===== src/rtl/serial_cfg_loader.sv =====
module serial_cfg_loader #(
  parameter int WORD_W = 20,
  parameter int ADDR_W = 2,
  localparam int PAY_W = WORD_W - ADDR_W,
  localparam int NLAT  = 1 << ADDR_W,
  localparam int CNT_W = $clog2(WORD_W + 2)
) (
  input  logic                        clk,
  input  logic                        rst,
  input  logic                        ser_data,
  input  logic                        ser_clk,
  input  logic                        ser_le,
  input  logic                        err_clr,
  output logic [NLAT-1:0][PAY_W-1:0]  cfg_q,
  output logic                        upd_stb,
  output logic [ADDR_W-1:0]           upd_idx,
  output logic                        frame_err
);
  logic [1:0]        dat_s;
  logic [2:0]        sck_s, le_s;
  logic [WORD_W-1:0] shreg;
  logic [CNT_W-1:0]  nbits;
  logic              shift_en, load_en;
  logic [ADDR_W-1:0] addr;

  assign shift_en = sck_s[1] & ~sck_s[2];
  assign load_en  = le_s[1] & ~le_s[2];
  assign addr     = shreg[ADDR_W-1:0];

  always_ff @(posedge clk) begin
    dat_s <= {dat_s[0], ser_data};
    sck_s <= {sck_s[1:0], ser_clk};
    le_s  <= {le_s[1:0], ser_le};
  end

  always_ff @(posedge clk) begin
    if (rst) begin
      shreg <= '0;
      nbits <= '0;
    end else if (shift_en) begin
      shreg <= {shreg[WORD_W-2:0], dat_s[1]};
      if (nbits != CNT_W'(WORD_W + 1)) nbits <= nbits + 1'b1;
    end else if (load_en) begin
      nbits <= '0;
    end
  end

  always_ff @(posedge clk) begin
    if (rst) begin
      cfg_q     <= '0;
      upd_stb   <= 1'b0;
      upd_idx   <= '0;
      frame_err <= 1'b0;
    end else begin
      upd_stb <= load_en;
      if (load_en) begin
        cfg_q[addr] <= shreg[WORD_W-1:ADDR_W];
        upd_idx     <= addr;
      end
      if (load_en && nbits != CNT_W'(WORD_W)) frame_err <= 1'b1;
      else if (err_clr)                       frame_err <= 1'b0;
    end
  end
endmodule



===== config.mk =====
export PLATFORM = sky130hd
export DESIGN_NAME = serial_cfg_loader
export DESIGN_NICKNAME = d
export VERILOG_FILES = /design/src/rtl/serial_cfg_loader.sv
export SDC_FILE = /design/constraint.sdc
export NUM_CORES = 1
export LEC_CHECK = 0
export CAP_MARGIN = 20
export CORE_UTILIZATION = 54
export CTS_CLUSTER_DIAMETER = 150
export CTS_CLUSTER_SIZE = 8
export DETAILED_ROUTE_END_ITERATION = 6
export GPL_TIMING_DRIVEN = 1
export PLACE_DENSITY = 0.92
export SLEW_MARGIN = 20
export SYNTH_ARGS = -nofsm -noshare
export SYNTH_HDL_FRONTEND = slang
export SYNTH_SLANG_ARGS = --single-unit

===== constraint.sdc =====
create_clock -name clk -period 4 [get_ports clk]
set_input_delay 1.2 -clock clk [delete_from_list [all_inputs] [get_ports clk]]
set_output_delay 1.2 -clock clk [all_outputs]
set_load 0.005 [all_outputs]

==> results.ini, run 1 <==
[status]
outcome=complete, no violations

[worst_setup_path]
critPathTopFamily=buffers and inverters
crit_start=cfg_q[8]
cp.arrival_ps=1260
path_cells=clkdlybuf4s50_1
crit_fanout=2
required_ps=2800
r2r_start=le_s[2]
path_class=flip-flop to output pin
cp_slowest_cell=clkdlybuf4s50_1
worst-path-buf-inv=1
start_kind=flip-flop
end_kind=output pin
slowest_delay_ps=520

[yosys]
ys_ff_latch=109
synth_cells=467
synth_warnings=0
synth.cell_area_um2=3960
synthesis.nets=476
ys_types=33
avgSynthCellArea_um2=8.48
async_reset_ff_frac=0
ys_seq_area_frac=0.551
synthFlopType=dfxtp_1
synth-edff-count=0

[clocking]
cts_inserted_buffers=9
root_buffer=clkbuf_8
path_clk_slew_ps=90
insertion_delay_ps=360
cts_sinks=109
htreeDepth=3
cts_resized=0
tritoncts=built
cts_buffer_depth=2
cts_setup_buffers=0
holdBufCountCts=0

[routing]
drc=0
vias=3373
first_pass_iters=5
ant_nets=0
routed_via_density=5.36
wl_per_cell_um=14.4
drtIter0Drc=417
finalWirelength_um=9050

[power]
leakagePower_uw=0.00153
power_switching_uw=390
seq_power_share=0.639
p_clk_frac=0.329
pwr-share-comb=0.033
vdd_drop_max_mv=0.283
p_sw_frac=0.227
internal_power_uw=1330
powerDensity_nw_per_um2=353

[die]
dieWidth_um=87.6
die_y_um=87.6
die_area_um2=7680
rows=30
initial_core_util=0.570
core_um2=6940
io_pins=82

[global_route]
gr-usage-all-layers=0.246
grt_first_pass_wirelength_um=14600
grt_max_degree=102
grt_antenna_before_repair=0
grt_pass1_vias=3097
grt-ovfl-total=0

[placement]
routabilityCongestion=0.762
dp_hpwl_um=5960
place_inst=614
port_buffers=81

[final_layout]
regArea_um2=2180
drive_above_1_share=0.0994
layout_commonest_cell=nand2_1
final_cell_mix=179 x nand2_1, 109 x dfxtp_1, 80 x clkdlybuf4s50_1
final_cells=629
final_nets=538
diodes=0
utilization=0.701
fillers=529
syn2layout_area_growth_pct=22.9
multi_input_area_um2=1580

[sta]
tightest_slew_ps=1070
fin_crit_sh=0.614
setup-tns-final_ps=0
drv_slew=0
finalHoldViolations=0
holdWs_ps=332
period_minus_slack_ps=2460
setup_viol=0
fin_skew_ps=10.4
rsz0062_at_grt=false
fmax_mhz=407
slew_headroom=0.287

[run]
maxCapViolations=0

[hold_path]
min_from=sck_s[0]
worst_hold_path_type=flip-flop to flip-flop

## path summary, 6_finish.rpt
path	cells past startpoint	end	slack (ps)
hold / removal	0	sck_s[1]	330
setup / recovery	1	cfg_q[8]	1540
setup reg to reg	4	cfg_q[3]	2130
hold reg to reg	0	sck_s[1]	330
## synthesized netlist by cell type, types with 2 or more instances
master    instances  area (um2)
buf_4             4        30.0
inv_1             3        11.3
dfxtp_1         109        2180
ha_1              3        37.5
nand2_1         179         672
nand3_1           4        20.0
nand2b_1          3        18.8
or3_1             2        12.5
nor2b_1           2        12.5
nand2_2          10        62.6
buf_6             4        45.0
a21oi_2          20         175
clkbuf_1         15        56.3
a31oi_1           2        12.5
buf_2             7        35.0
nor2_1            5        18.8
a21oi_1          79         395
## cells by family after synthesis
family / Yosys count / share of synthesized area
mux: 2 / 0.00537
buf+inv: 34 / 0.0499
compound gates: 104 / 0.153
flops: 109 / 0.551
fa+ha+maj: 3 / 0.00948
simple gates: 215 / 0.231
## state kept, by name, summed over array words and instances (netlist names)
name / count
cfg_q: 72
dat_s: 2
frame_err: 1
le_s: 3
nbits: 5
sck_s: 3
shreg: 20
upd_idx: 2
upd_stb: 1
## metrics by stage
stage | setup WS, ps | area, um2 | power [uW]
final | 1540 | 4870 | 1720
after global routing | 1510 | 4870 | 1780
after detailed placement | 1610 | 4710 | 1180
after CTS | 1530 | 4870 | 1730
after global placement | 1660 | 4710 | 1180
after floorplan | 1960 | 3960 | 1170
## layout make-up
cell class / instances / area share
clock buffer: 11 / 0.0270
clock inverter: 4 / 0.00540
inverter: 3 / 0.00231
multi-input combinational: 324 / 0.325
sequential: 109 / 0.448
tap: 96 / 0.0247
timing repair buffer: 82 / 0.168
## routing by layer
layer	track usage	vias to the layer above	routed length [um]
li1	-	1636	-
met1	0.314	1576	3770
met2	0.412	146	4420
met3	0.0415	15	660
met4	0.106	0	193
met5	0	-	0
## power by group through the flow
| stage | clock network, uW | registers, uW | logic [uW] |
|---|---|---|---|
| floorplan | 0 | 1120 | 50.0 |
| finish | 564 | 1100 | 56.2 |
| global placement | 0 | 1120 | 54.2 |
| detailed placement | 0 | 1120 | 55.9 |
| CTS | 574 | 1100 | 55.7 |
| global route | 622 | 1100 | 61.3 |
Note: power is estimated with default switching activity, not from simulation.
==> run 2: changes to the inputs <==
- CORE_UTILIZATION: 54 -> 50
- PLACE_DENSITY: 0.92 -> 0.86
- clock period: 4 -> 2.55 ns (I/O delays scaled with it)
==> results.ini, run 2 (synthesis results as in run 1) <==
[worst_setup_path]
slowest_delay_ps=520
worst-path-buf-inv=1
cp_num_cells=1
path_cells=clkdlybuf4s50_1
cp_slowest_cell=clkdlybuf4s50_1
reg2reg_depth=4
crit_fanout=2
crit_start=cfg_q[6]
path_class=flip-flop to output pin
required_ps=1790
critPathTopFamily=buffers and inverters
start_kind=flip-flop
end_kind=output pin
r2r_start=shreg[0]
cp.arrival_ps=1280

[status]
outcome=complete, no violations

[routing]
ant_nets=0
first_pass_iters=4
routed_via_density=5.15
drtIter0Drc=256
topRoutingLayerUsed=met4
vias=3294
finalWirelength_um=9070
drc=0
wl_per_cell_um=14.2
met2_length_um=4360
drt-met1-wl_um=4090
wl_met3_um=497

[sta]
rsz0062_at_grt=false
holdWs_ps=335
slew_headroom=0.451
drv_slew=0
fmax_mhz=490
tightest_slew_ps=822
fin_ws_ps=508
setup-tns-final_ps=0
fin_skew_ps=8.45
period_minus_slack_ps=2040
finalHoldViolations=0
setup_viol=0
fin_crit_sh=0.801

[global_route]
grt-ovfl-total=0
grt_pass1_vias=2956
grt_first_pass_wirelength_um=14200
grt_max_degree=43
grt_antenna_before_repair=0
gr-usage-all-layers=0.218

[clocking]
cts_buffer_depth=2
insertion_delay_ps=360
htreeDepth=3
cts_setup_buffers=0
cts_inserted_buffers=9
cts_resized=0
cts_sinks=109
tritoncts=built
path_clk_slew_ps=90
holdBufCountCts=0
root_buffer=clkbuf_8

[final_layout]
top_register=cfg_q
final_nets=541
largest_register_ffs=72
fillers=641
final_cells=639
multi_input_area_um2=1580
layout_commonest_cell=nand2_1
syn2layout_area_growth_pct=24.8
diodes=0
finalInstanceArea_um2=4940
final_cell_mix=179 x nand2_1, 109 x dfxtp_1, 80 x clkdlybuf4s50_1
regArea_um2=2180
drive_above_1_share=0.108
top_regs=cfg_q x72, shreg x20, nbits x5

[die]
die_y_um=91.0
die_area_um2=8280
initial_core_util=0.515
core_um2=7690
rows=32
dieWidth_um=91.0
io_pins=82

[power]
leakagePower_uw=0.00158
powerDensity_nw_per_um2=573
vdd_drop_max_mv=0.366

[placement]
dp_slack_ps=783
routabilityCongestion=0.813
dpl_cell_area_um2=4750
place_inst=623
dp_hpwl_um=6140
port_buffers=81

[run]
maxCapViolations=0

[hold_path]
min_from=le_s[0]
worst_hold_path_type=flip-flop to flip-flop
whs_path_depth=0

## run 2: worst paths after layout
check	end	slack, ps
worst max register to register	cfg_q[20]	750
worst max-delay path	cfg_q[6]	510
worst min-delay path	le_s[1]	330
worst min register to register	le_s[1]	330
## run 2: layout make-up
cell class | count | share of cell area
clock buffers | 11 | 0.0286
repair buffers | 85 | 0.172
clock inverters | 5 | 0.0101
well taps | 102 | 0.0258
flip-flops and latches | 109 | 0.442
inverters | 3 | 0.00228
multi-input cells | 324 | 0.319
## run 2: metal layers
metal	global-route usage	vias up
met3	0.0394	14
met5	0	-
met2	0.357	99
met1	0.285	1545
li1	-	1636
met4	0.0833	0
## run 2: report_power, final
group          leakage (uW)  switching [uW]  internal, uW
sequential         0.000881            8.74          1710
combinational      0.000592            67.1          26.5
clock              0.000103             545           475
total               0.00158             621          2210
## run 2: per-stage QoR
step	total power, uW	util
floorplan	1830	-
global placement	1850	0.618
detailed placement	1850	0.618
CTS	2840	0.643
global route	2920	0.643
finish	2830	0.643
==> run 3: changes to the inputs <==
- clock period: 2.55 -> 2 ns (I/O delays scaled with it)
==> results.ini, run 3 (synthesis results as in run 1) <==
[sta]
slew_headroom=0.601
drv_slew=0
rsz0062_at_grt=false
fin_skew_ps=11.9
fmax_mhz=532
fin_ws_ps=121
finalHoldViolations=0
setup_viol=0
fin_crit_sh=0.940
holdWs_ps=333
setup-tns-final_ps=0
tightest_slew_ps=598
period_minus_slack_ps=1880

[final_layout]
final_cell_mix=179 x nand2_1, 109 x dfxtp_1, 80 x clkdlybuf4s50_1
drive_above_1_share=0.120
largest_register_ffs=72
syn2layout_area_growth_pct=26.8
top_regs=cfg_q x72, shreg x20, nbits x5
final_nets=547
layout_commonest_cell=nand2_1
top_register=cfg_q
diodes=0

[clocking]
cts_setup_buffers=0
cts_sinks=109
holdBufCountCts=0
root_buffer=clkbuf_8
insertion_delay_ps=370
path_clk_slew_ps=100
cts_inserted_buffers=9
cts_resized=0
htreeDepth=3
tritoncts=built
cts_buffer_depth=2

[placement]
routabilityCongestion=0.765
dp_hpwl_um=6330
dp_slack_ps=425
port_buffers=81

[global_route]
grt_antenna_before_repair=0
grt_pass1_vias=3190
use_met2=0.390
grtUsageMet3=0.0394
use_met1=0.294
grt_max_degree=41
gr-usage-all-layers=0.232
busiest_layer=met2
grt_first_pass_wirelength_um=15300
grt-ovfl-total=0

[worst_setup_path]
start_kind=flip-flop
path_cells=clkdlybuf4s50_1
path_class=flip-flop to output pin
r2r_slack_ps=380
required_ps=1400
crit_fanout=2
crit_start=cfg_q[13]
end_kind=output pin
cp.arrival_ps=1280
reg2reg_depth=4
cp_slowest_cell=clkdlybuf4s50_1
worst-path-buf-inv=1
slowest_delay_ps=530
critPathTopFamily=buffers and inverters
r2r_start=shreg[0]
r2r-end=cfg_q[27]

[routing]
vias=3341
finalWirelength_um=9230
routed_via_density=5.18
drtIter0Drc=195
first_pass_iters=5
drc=0
wl_per_cell_um=14.3
ant_nets=0

[hold_path]
min_to=sck_s[1]
whs_path_depth=0
min_from=sck_s[0]
worst_hold_path_type=flip-flop to flip-flop

[power]
p_clk_frac=0.375
powerDensity_nw_per_um2=740
internal_power_uw=2900
pwr-share-comb=0.035
power_switching_uw=814
vdd_drop_max_mv=0.388
p_sw_frac=0.219
seq_power_share=0.591
leakagePower_uw=0.00162

[die]
core_um2=7690
die_area_um2=8280
dieWidth_um=91.0
initial_core_util=0.515
rows=32
die_y_um=91.0
io_pins=82

[status]
outcome=complete, no violations

[run]
maxCapViolations=0

run 3: cell count changes in the layout (fill, tap and decap cells not counted), sizes merged:
cell / previous run / this run
clkinv: 4 / 3
buf: 5 / 11
clkbuf: 11 / 12
run 3: through the flow:
step                      std cells  utilization  area (um2)  power, uW
after global placement          629        0.625        4810       2370
after floorplan                 467            -        3960       2340
after CTS                       645        0.653        5020       3720
final                           645        0.653        5020       3710
after detailed placement        629        0.625        4810       2370
after global routing            645        0.653        5020       3820
run 3: final cells by class:
cell class | instances | area, um2
Fill cell | 629 | 2670
Sequential cell | 109 | 2180
Multi-Input combinational cell | 324 | 1580
Timing Repair Buffer | 91 | 908
Clock buffer | 12 | 165
Tap cell | 102 | 128
Clock inverter | 4 | 45.0
Inverter | 3 | 11.3
run 3: worst max-delay path by stage:
stage / depth (start not counted) / to
6_report: 1 / cfg_q[13]
5_1_grt: 1 / cfg_q[13]
4_1_cts: 1 / cfg_q[13]
3_5_place_dp: 4 / cfg_q[27]
3_3_place_gp: 4 / cfg_q[31]
2_1_floorplan: 3 / cfg_q[40]
run 3: power groups by stage:
stage	Clock (uW)	Combinational, uW	Sequential, uW
2_1_floorplan	0	100	2240
3_3_place_gp	0	126	2240
3_5_place_dp	0	129	2240
4_1_cts	1390	129	2190
5_1_grt	1480	142	2200
6_report	1390	129	2190
run 3: worst reg2reg max path, cell delays in order, from the launching register on:
cell and delay, ps:
dfxtp_1 560, nand3b_1 210, or2_1 480, nand2_1 170, a21oi_1 70
run 3: per-layer routing:
metal  wire [um]  up-vias
met5           0        -
met4         127        0
met3         550       10
met2        4640      111
met1        3910     1571
li1            -     1649
